$ cat config.mk
export PLATFORM = sky130hd
export DESIGN_NAME = irq_redirect_ctrl
export DESIGN_NICKNAME = d
export VERILOG_FILES = /design/src/rtl/irc_pkg.sv /design/src/rtl/irc_regfile.sv /design/src/rtl/irc_line.sv /design/src/rtl/irc_msg_port.sv /design/src/rtl/irq_redirect_ctrl.sv
export SDC_FILE = /design/constraint.sdc
export NUM_CORES = 2
export LEC_CHECK = 0
export ABC_CLOCK_PERIOD_IN_PS = 3750
export BUFFER_PORTS_ARGS = -buffer_cell sky130_fd_sc_hd__buf_4
export CORE_UTILIZATION = 51
export CTS_CLUSTER_DIAMETER = 60
export DETAILED_ROUTE_END_ITERATION = 8
export GPL_ROUTABILITY_DRIVEN = 0
export PLACE_DENSITY = 0.67
export SETUP_SLACK_MARGIN = 0.05
export SYNTH_ARGS = -nofsm -noshare
export SYNTH_HDL_FRONTEND = slang
export SYNTH_HIERARCHICAL = 1
export SYNTH_SLANG_ARGS = --single-unit
$ cat constraint.sdc
create_clock -name clk -period 3.75 [get_ports clk]
set_input_delay 0.1875 -clock clk [delete_from_list [all_inputs] [get_ports clk]]
set_output_delay 0.1875 -clock clk [all_outputs]
set_load 0.05 [all_outputs]
$ cat src/rtl/irc_pkg.sv
package irc_pkg;

  localparam int DATA_W     = 64;
  localparam int MSG_AW     = 32;
  localparam int VEC_W      = 6;
  localparam int MASK_BIT   = 16;
  localparam int LEVEL_BIT  = 15;
  localparam int POL_BIT    = 13;
  localparam int LOWPRI_BIT = 8;
  localparam int VEC_OFFSET = 2;
  localparam int VER_IDX    = 1;

  // masked, level triggered, active low
  localparam logic [31:0] CTRL_RESET_BITS =
    (32'd1 << MASK_BIT) | (32'd1 << LEVEL_BIT) | (32'd1 << POL_BIT);

  typedef struct packed {
    logic [MSG_AW-1:0] addr;
    logic [VEC_W-1:0]  vec;
  } msg_t;

  // stored upper half {a[19:12], a[27:20]} -> full target address
  function automatic logic [MSG_AW-1:0] dest_decode(input logic [15:0] sw);
    return {4'hF, sw[7:0], sw[15:8], 12'h000};
  endfunction

  // address bits 27:12 -> stored upper half
  function automatic logic [15:0] dest_encode(input logic [15:0] mid);
    return {mid[7:0], mid[15:8]};
  endfunction

endpackage

$ cat src/rtl/irc_regfile.sv
module irc_regfile
  import irc_pkg::*;
#(
  parameter int          NUM_LINES    = 8,
  parameter int          REG_WORDS    = 32,
  parameter int          SEL_W        = 8,
  parameter int          ADDR_W       = 5,
  parameter logic [31:0] DEF_CPU_ADDR = 32'hFFFA_0000
) (
  input  logic                               clk,
  input  logic                               rst,
  input  logic                               bus_wr,
  input  logic                               bus_rd,
  input  logic [ADDR_W-1:0]                  bus_addr,
  input  logic [DATA_W-1:0]                  bus_wdata,
  output logic [DATA_W-1:0]                  bus_rdata,
  output logic                               bus_rvalid,
  output logic                               eoi_fire,
  output logic [VEC_W-1:0]                   eoi_vec,
  output logic [NUM_LINES-1:0]               line_mask,
  output logic [NUM_LINES-1:0][VEC_W-1:0]    line_vec,
  output logic [NUM_LINES-1:0][15:0]         line_dest_sw
);

  localparam int IDX_W     = $clog2(REG_WORDS);
  localparam int OFF_W     = ADDR_W - 3;
  localparam int LINE_BASE = REG_WORDS / 2;
  localparam logic [31:0] VERSION = {16'(REG_WORDS), 16'h0001};
  localparam logic [OFF_W-1:0] OFF_SEL = OFF_W'(0);
  localparam logic [OFF_W-1:0] OFF_WIN = OFF_W'(1);
  localparam logic [OFF_W-1:0] OFF_EOI = OFF_W'(2);

  logic [DATA_W-1:0] words [REG_WORDS];
  logic [SEL_W-1:0]  sel_q;
  logic [OFF_W-1:0]  word_off;
  logic              is_sel, is_win, is_eoi, sel_ok;
  logic [IDX_W-1:0]  sel_idx;

  assign word_off = bus_addr[ADDR_W-1:3];
  assign is_sel   = (word_off == OFF_SEL);
  assign is_win   = (word_off == OFF_WIN);
  assign is_eoi   = (word_off == OFF_EOI);
  assign sel_ok   = ({1'b0, sel_q} < (SEL_W+1)'(REG_WORDS));
  assign sel_idx  = sel_q[IDX_W-1:0];

  assign eoi_fire = bus_wr && is_eoi;
  assign eoi_vec  = bus_wdata[VEC_W-1:0];

  function automatic logic [DATA_W-1:0] reset_word(input int idx);
    int rel;
    rel = idx - LINE_BASE;
    if (rel < 0 || rel >= 2 * NUM_LINES) return '0;
    if (rel % 2 == 0) return DATA_W'(CTRL_RESET_BITS) | DATA_W'(rel / 2 + VEC_OFFSET);
    return DATA_W'({dest_encode(DEF_CPU_ADDR[27:12]), 16'h0000});
  endfunction

  always_ff @(posedge clk) begin
    if (rst) begin
      sel_q <= '0;
    end else if (bus_wr && is_sel) begin
      sel_q <= bus_wdata[SEL_W-1:0];
    end
  end

  always_ff @(posedge clk) begin
    if (rst) begin
      for (int i = 0; i < REG_WORDS; i++) words[i] <= reset_word(i);
    end else if (bus_wr && is_win && sel_ok) begin
      words[sel_idx] <= bus_wdata;
    end
  end

  always_ff @(posedge clk) begin
    if (rst) begin
      bus_rvalid <= 1'b0;
      bus_rdata  <= '0;
    end else begin
      bus_rvalid <= bus_rd;
      if (bus_rd) begin
        if (is_sel) begin
          bus_rdata <= DATA_W'(sel_q);
        end else if (is_win) begin
          if (!sel_ok)                           bus_rdata <= '1;
          else if (sel_idx == IDX_W'(VER_IDX))  bus_rdata <= DATA_W'(VERSION);
          else                                   bus_rdata <= words[sel_idx];
        end else begin
          bus_rdata <= '0;
        end
      end
    end
  end

  for (genvar n = 0; n < NUM_LINES; n++) begin : g_line_fields
    localparam int CI = LINE_BASE + 2 * n;
    assign line_mask[n]    = words[CI][MASK_BIT];
    assign line_vec[n]     = words[CI][VEC_W-1:0];
    assign line_dest_sw[n] = words[CI+1][31:16];
  end

endmodule

$ cat src/rtl/irc_line.sv
module irc_line
  import irc_pkg::*;
(
  input  logic             clk,
  input  logic             rst,
  input  logic             irq,
  input  logic             masked,
  input  logic [VEC_W-1:0] vec,
  input  logic             eoi_fire,
  input  logic [VEC_W-1:0] eoi_vec,
  input  logic             grant,
  output logic             in_svc,
  output logic             req
);

  logic active, eoi_hit, pend;

  assign active  = irq && !masked;
  assign eoi_hit = eoi_fire && (eoi_vec == vec);
  assign req     = pend && active;

  always_ff @(posedge clk) begin
    if (rst) begin
      in_svc <= 1'b0;
      pend   <= 1'b0;
    end else if (!active || eoi_hit) begin
      in_svc <= 1'b0;
      pend   <= 1'b0;
    end else begin
      in_svc <= 1'b1;
      if (!in_svc)    pend <= 1'b1;
      else if (grant) pend <= 1'b0;
    end
  end

endmodule

$ cat src/rtl/irc_msg_port.sv
module irc_msg_port
  import irc_pkg::*;
#(
  parameter int NUM_LINES = 8
) (
  input  logic                            clk,
  input  logic                            rst,
  input  logic [NUM_LINES-1:0]            req,
  input  logic [NUM_LINES-1:0][VEC_W-1:0] line_vec,
  input  logic [NUM_LINES-1:0][15:0]      line_dest_sw,
  input  logic                            msg_ready,
  output logic [NUM_LINES-1:0]            grant,
  output logic                            msg_valid,
  output logic [MSG_AW-1:0]               msg_addr,
  output logic [VEC_W-1:0]                msg_data
);

  logic [NUM_LINES-1:0] pick;
  logic [VEC_W-1:0]     sel_vec;
  logic [15:0]          sel_dest;
  msg_t                 next_msg;

  // isolate lowest requesting line
  assign pick  = req & (~req + NUM_LINES'(1));
  assign grant = msg_valid ? '0 : pick;

  always_comb begin
    sel_vec  = '0;
    sel_dest = '0;
    for (int i = 0; i < NUM_LINES; i++) begin
      if (pick[i]) begin
        sel_vec  = sel_vec  | line_vec[i];
        sel_dest = sel_dest | line_dest_sw[i];
      end
    end
    next_msg.addr = dest_decode(sel_dest);
    next_msg.vec  = sel_vec;
  end

  always_ff @(posedge clk) begin
    if (rst) begin
      msg_valid <= 1'b0;
      msg_addr  <= '0;
      msg_data  <= '0;
    end else if (msg_valid) begin
      if (msg_ready) msg_valid <= 1'b0;
    end else if (|req) begin
      msg_valid <= 1'b1;
      msg_addr  <= next_msg.addr;
      msg_data  <= next_msg.vec;
    end
  end

endmodule

$ cat src/rtl/irq_redirect_ctrl.sv
module irq_redirect_ctrl
  import irc_pkg::*;
#(
  parameter int          NUM_LINES    = 8,
  parameter int          REG_WORDS    = 32,
  parameter int          SEL_W        = 8,
  parameter int          ADDR_W       = 5,
  parameter logic [31:0] DEF_CPU_ADDR = 32'hFFFA_0000
) (
  input  logic                 clk,
  input  logic                 rst,
  input  logic                 bus_wr,
  input  logic                 bus_rd,
  input  logic [ADDR_W-1:0]    bus_addr,
  input  logic [63:0]          bus_wdata,
  output logic [63:0]          bus_rdata,
  output logic                 bus_rvalid,
  input  logic [NUM_LINES-1:0] irq_in,
  output logic                 msg_valid,
  input  logic                 msg_ready,
  output logic [31:0]          msg_addr,
  output logic [5:0]           msg_data
);

  logic                            eoi_fire;
  logic [VEC_W-1:0]                eoi_vec;
  logic [NUM_LINES-1:0]            line_mask;
  logic [NUM_LINES-1:0][VEC_W-1:0] line_vec;
  logic [NUM_LINES-1:0][15:0]      line_dest_sw;
  logic [NUM_LINES-1:0]            line_req;
  logic [NUM_LINES-1:0]            line_isr;
  logic [NUM_LINES-1:0]            line_grant;

  irc_regfile #(
    .NUM_LINES(NUM_LINES), .REG_WORDS(REG_WORDS), .SEL_W(SEL_W),
    .ADDR_W(ADDR_W), .DEF_CPU_ADDR(DEF_CPU_ADDR)
  ) u_regs (
    .clk(clk), .rst(rst),
    .bus_wr(bus_wr), .bus_rd(bus_rd), .bus_addr(bus_addr),
    .bus_wdata(bus_wdata), .bus_rdata(bus_rdata), .bus_rvalid(bus_rvalid),
    .eoi_fire(eoi_fire), .eoi_vec(eoi_vec),
    .line_mask(line_mask), .line_vec(line_vec), .line_dest_sw(line_dest_sw)
  );

  for (genvar n = 0; n < NUM_LINES; n++) begin : g_lines
    irc_line u_line (
      .clk(clk), .rst(rst),
      .irq(irq_in[n]), .masked(line_mask[n]), .vec(line_vec[n]),
      .eoi_fire(eoi_fire), .eoi_vec(eoi_vec),
      .grant(line_grant[n]), .in_svc(line_isr[n]), .req(line_req[n])
    );
  end

  irc_msg_port #(.NUM_LINES(NUM_LINES)) u_port (
    .clk(clk), .rst(rst),
    .req(line_req), .line_vec(line_vec), .line_dest_sw(line_dest_sw),
    .msg_ready(msg_ready), .grant(line_grant),
    .msg_valid(msg_valid), .msg_addr(msg_addr), .msg_data(msg_data)
  );

endmodule

== Yosys cells after proc, flatten, opt, wreduce, memory -nomap -nowiden ==
Memories as Yosys holds them, arrays and structs flattened. A register that Yosys moved wholly into a read port is not among the register bits.
Index checks and enable logic that the tools add are counted.

* Muxes and demuxes: 103
* Order comparisons: 1
* Equality and inequality tests: 19
* Bitwise gates (word level): 17
* Reductions and logical operators: 64
* Add/sub/neg operators: 1

{| class="wikitable"
|+ Operators by type and width
! kind !! number
|-
| $mux 64 || 36
|-
| $mux 32 || 11
|-
| $mux 16 || 8
|-
| $or 16x16->16 || 7
|-
| $reduce_or 64->1 || 1
|-
| $eq 6x6->1 || 8
|-
| $mux 6 || 8
|-
| $or 6x6->6 || 7
|-
| $mux 1 || 36
|-
| $logic_and 1x1->1 || 28
|-
| $logic_not 1->1 || 16
|-
| $ne 2x2->1 const B || 8
|-
| $reduce_or 2->1 || 8
|-
| $mux 5 || 3
|-
| $add 8x1->8 const B || 1
|-
| $and 8x8->8 || 1
|-
| $logic_or 1x1->1 || 8
|-
| $lt 8x6->1 const B || 1
|-
| $mux 8 || 1
|-
| $not 8->8 || 1
|-
| $reduce_or 8->1 || 1
|-
| $eq 5x1->1 const B || 1
|-
| $eq 2x1->1 const B || 1
|-
| $eq 2x2->1 const B || 1
|-
| 3 further kinds || 3
|}

* Memories kept: 1
* Bits in registers: 113
* Input bits: 82
* Output and inout port bits: 104
* Word-level logic and storage cells: 228
* Memory bits (writable): 2048

{| class="wikitable"
|+ Memory list
! memory !! words !! bits a word !! rd ports !! clocked after memory_dff !! wr ports !! RTL line !! source
|-
| u_regs.words || 32 || 64 || 17 || 1 || 32 || irc_regfile.sv:33 || <nowiki>logic [DATA_W-1:0] words [REG_WORDS];</nowiki>
|}

== Depth between registers and ports, before layout ==
An unclocked memory read counts as a cell.

* Depth after elaboration: 22
* Depth in mapped cells: 11
* Gate-level depth less buffers: 6

== Modules after synthesis ==
The synthesis kept the hierarchy.

{| class="wikitable"
|+ By module, submodules not included
! module !! cells an instance !! instances !! area an instance (µm²) !! seq. area each (µm²)
|-
| irc_regfile || 6263 || 1 || 96659.0 || 63060.5
|-
| irc_msg_port || 319 || 1 || 2403.6 || 480.5
|-
| irc_line || 15 || 8 || 152.6 || 40.0
|}

== Worst setup path before layout ==
Ideal clock, no wire load.

* Path type: reg-to-reg
* Start: register u_regs.sel_q[5]
* End: memory u_regs.words[22][0], enable pin
* Cell stages (with the launch flop): 8
* Arrival time: 2.427 ns
* Period minus slack after synthesis: 2.821 ns
* Buffers on the path: 2
* Setup time: 0.394 ns
* Path slack: 0.929 ns
* Path through: dfxtp_1 nor3_4 and3_1 nand3b_1 buf_2 nor2_1 clkbuf_1 or2_2

{| class="wikitable"
|+ RTL lines
! item !! RTL line !! source
|-
| start, declared || irc_regfile.sv:34 || <nowiki>logic [SEL_W-1:0] sel_q;</nowiki>
|-
| start signal, assigned || irc_regfile.sv:61 || <nowiki>sel_q <= bus_wdata[SEL_W-1:0];</nowiki>
|-
| end, declared || irc_regfile.sv:33 ||
|}

==> run_results.csv <==
group,metric,value,unit
status,outcome,"complete, no violations",
worst_setup_path,critPathMaxFanout,41,
worst_setup_path,reg2reg_slack,0.39,ns
timing,final_hold_viol_count,0,
synth,syn_area,100300,µm²
worst_hold_path,min_from,"msg_ready",
drt,ant_nets,0,
cts,h-tree-depth,4,
power,internal_power,40700,µW
worst_setup_path,critPathRequiredTime,4.49,ns
timing,fmax,0.2975,GHz
worst_setup_path,rr_worst_depth,7,
cts,worstSkewPairLatency,0.89,ns
synth,yosysSeqAreaShare,63.68,%
cts,cts.sinks,2166,
timing,period_needed,3.361,ns
global_route,grt_pass1_vias,59271,
synth,synth_top_family_by_area,"simple AND/OR/NAND/NOR gates",
power,pwr-share-comb,6.4,%
timing,period_share,89.63,%
cells_and_area,drive_gt1_share,21.31,%
drt,viasPerCell,6.457,
placement,dp_hpwl,176300,µm
drt,drt_iter0_markers,9778,
worst_setup_path,endpoint_kind,"flop",
worst_hold_path,holdPathStages,5,
synth,ys_types,66,
worst_setup_path,r2r-start,"u_regs/sel_q[5]",
worst_setup_path,worstPathArrival,4.10,ns
timing,skew,0.03241,ns
cells_and_area,area_growth,11.75,%
timing,final.setup.worst_slack,0.3890,ns
cts,root_buffer,"clkbuf_16",
floorplan,die_w,445.4,µm
timing,rsz0062_at_grt,"no",
timing,fin_setup_tns,0,ns
drt,post_drt_wl_per_cell,34.40,µm
placement,place_ws,0.5315,ns
drt,firstDrtPassIters,6,
drt,vias,60704,
worst_setup_path,path_class,"flop to flop",
cells_and_area,fin_nets,6638,
placement,numPortBuffers,170,
global_route,grt_pass1_wl,450000,µm
timing,finalMaxSlewViolations,0,
synth,synth_area_per_cell,14.96,µm²
synth,synth_cells,6702,
cells_and_area,layout_common_cells,"edfxtp_1 (2048), and2_1 (1935), mux4_2 (509), buf_4 (308), clkbuf_16 (223)",
cells_and_area,nFillCells,14758,
global_route,overflow,0,
power,max-vdd-ir-drop,0.4319,mV
floorplan,core-area,195200,µm²
cts,cts_setup_buffers,0,
synth,synth_fa_ha_area_share,0,%
cts,clockBufferDepth,3,
synth,synth-xor-area-share,0.4192,%
floorplan,initial_utilization,51.38,%
synth,muxShareOfSynthArea,12.64,%
synth,async_flop_share,0,%
floorplan,die_h,445.4,µm
global_route,grt_max_degree,95,
placement,placed_area,103900,µm²
timing,slew_headroom,12.45,%
synth,synth_compound_area_share,3.807,%
cells_and_area,design_area,112100,µm²
cts,holdBufCountCts,83,
synth,ys_ff_latch,2166,
synth,synth_edf_count,2048,
floorplan,fp.dieArea,198400,µm²
cts,cts_tree,"done",
floorplan,num_rows,162,
global_route,track_usage,32.50,%
power,clkPwrFrac,41.7,%
job,maxCapViolations,0,
power,pwr-share-seq,51.9,%
synth,synth_top_flop_cell,"edfxtp_1",
synth,yosys.area_share.simple,14.96,%
drt,totalWireLength,323400,µm
power,powerDensity,471.3,nW/µm²
cts,cts.clk_slew.worst_paths,0.06,ns
power,p_leak,0.03900,µW
floorplan,io_pins,186,
drt,drc_errors,0,
worst_hold_path,hold_end,"u_port/msg_valid",
timing,tightest_slew,1.313,ns
worst_hold_path,min_path_type,"input pin to flop",
worst_setup_path,crit_path_start_kind,"flop",
cts,post_cts_resized,0,
worst_setup_path,reg2reg_to,"u_regs/words[31][49]",
cts,numCtsBuffers,221,
power,switching_share,22.94,%
timing,setup_viol,0,
cells_and_area,layout_commonest_cell,"edfxtp_1",
synth,yosys_warnings,6,
global_route,antenna_found_initial,36,
power,switching_power,12120,µW
worst max-delay path by stage:
stage / from / depth (start not counted) / to / slack [ns]
final: u_regs/sel_q[5] / 7 / u_regs/words[31][49] / 0.39
after detailed placement: u_regs/sel_q[5] / 7 / u_regs/words[31][5] / 0.53
after global routing: u_regs/sel_q[5] / 7 / u_regs/words[31][35] / 0.34
after global placement: u_regs/sel_q[5] / 7 / u_regs/words[31][35] / 0.62
after floorplan: u_regs/sel_q[5] / 7 / u_regs/words[22][0] / 0.93
after CTS: u_regs/sel_q[5] / 7 / u_regs/words[31][5] / 0.48
cell usage after synthesis, drive strengths merged, types with 31 or more instances:
| cell | n | area share, % |
|---|---|---|
| edfxtp | 2048 | 61 |
| and2 | 1936 | 12 |
| or3 | 121 | 0.75 |
| mux2 | 71 | 0.80 |
| nor2 | 91 | 0.37 |
| dfxtp | 118 | 2.4 |
| or2 | 36 | 0.22 |
| buf | 363 | 2.6 |
| nor2b | 37 | 0.23 |
| mux4 | 509 | 11 |
| a211oi | 31 | 0.24 |
| o221ai | 32 | 0.28 |
| o22ai | 37 | 0.23 |
| o21ai | 51 | 0.25 |
| nand2 | 101 | 0.38 |
| mux2i | 41 | 0.41 |
| a21oi | 140 | 0.70 |
| a22oi | 109 | 0.82 |
| clkbuf | 510 | 1.9 |
metal layers:
metal / vias to the layer above / share of wire [%] / GRT usage (%)
met1: 30999 / 36 / 42.84
met4: 8 / 5.1 / 14.90
li1: 24279 / - / -
met3: 813 / 12 / 6.853
met2: 4605 / 47 / 51.92
met5: - / 0.016 / 0
power groups by stage:
stage / Combinational (µW) / Sequential, µW / Clock (µW)
after floorplan: 1790 / 27900 / 0
after global placement: 3210 / 27900 / 0
after detailed placement: 3240 / 27900 / 0
after CTS: 3320 / 27400 / 22200
after global routing: 3460 / 27500 / 23000
final: 3380 / 27400 / 22000
cells by family after synthesis:
kind of cell	count (synthesis)
AO/OA/AOI/OAI	542
flip-flops	2166
AND/OR/NAND/NOR	2447
multiplexers	621
other	1
buffers and inverters	877
XOR/XNOR	48
critical path: stages, from the launching register on:
cell and delay, ns:
dfxtp_1 0.35, nor3_4 0.39, and3_1 0.43, nand3_2 0.42
buf_4 0.45, nor2_4 0.22, buf_4 0.70, and2_1 0.23
registers in the layout (all words and copies together), names as in the netlist, named ones only:
name	flops
g_lines.u_line/in_svc	8
u_port/msg_valid	1
u_regs/sel_q	8
u_regs/bus_rvalid	1
g_lines.u_line/pend	8
u_port/msg_addr	17
u_regs/bus_rdata	64
u_port/msg_data	6
u_regs/words	2048
per-stage QoR:
stage	utilization, %	cells	hold slack, ns	power [µW]
5_1_grt	57.39	9380	0.2341	53950
6_report	57.41	9401	0.1862	52820
3_3_place_gp	53.23	8874	0.4154	31070
3_5_place_dp	53.23	8874	0.4181	31160
2_1_floorplan	-	6713	0.2603	29660
4_1_cts	57.38	9377	0.1246	52930
cell type report:
type | instances | area (µm²) | area share (%)
Tap cell | 2624 | 3283 | 2.930
Inverter | 4 | 16.27 | 0.01451
Clock inverter | 101 | 985.9 | 0.8798
Antenna cell | 24 | 60.06 | 0.05359
Multi-Input combinational cell | 3670 | 32380 | 28.89
Timing Repair Buffer | 493 | 5185 | 4.627
Sequential cell | 2166 | 63880 | 57.00
Clock buffer | 319 | 6282 | 5.606
(Power assumes the default switching activity.)
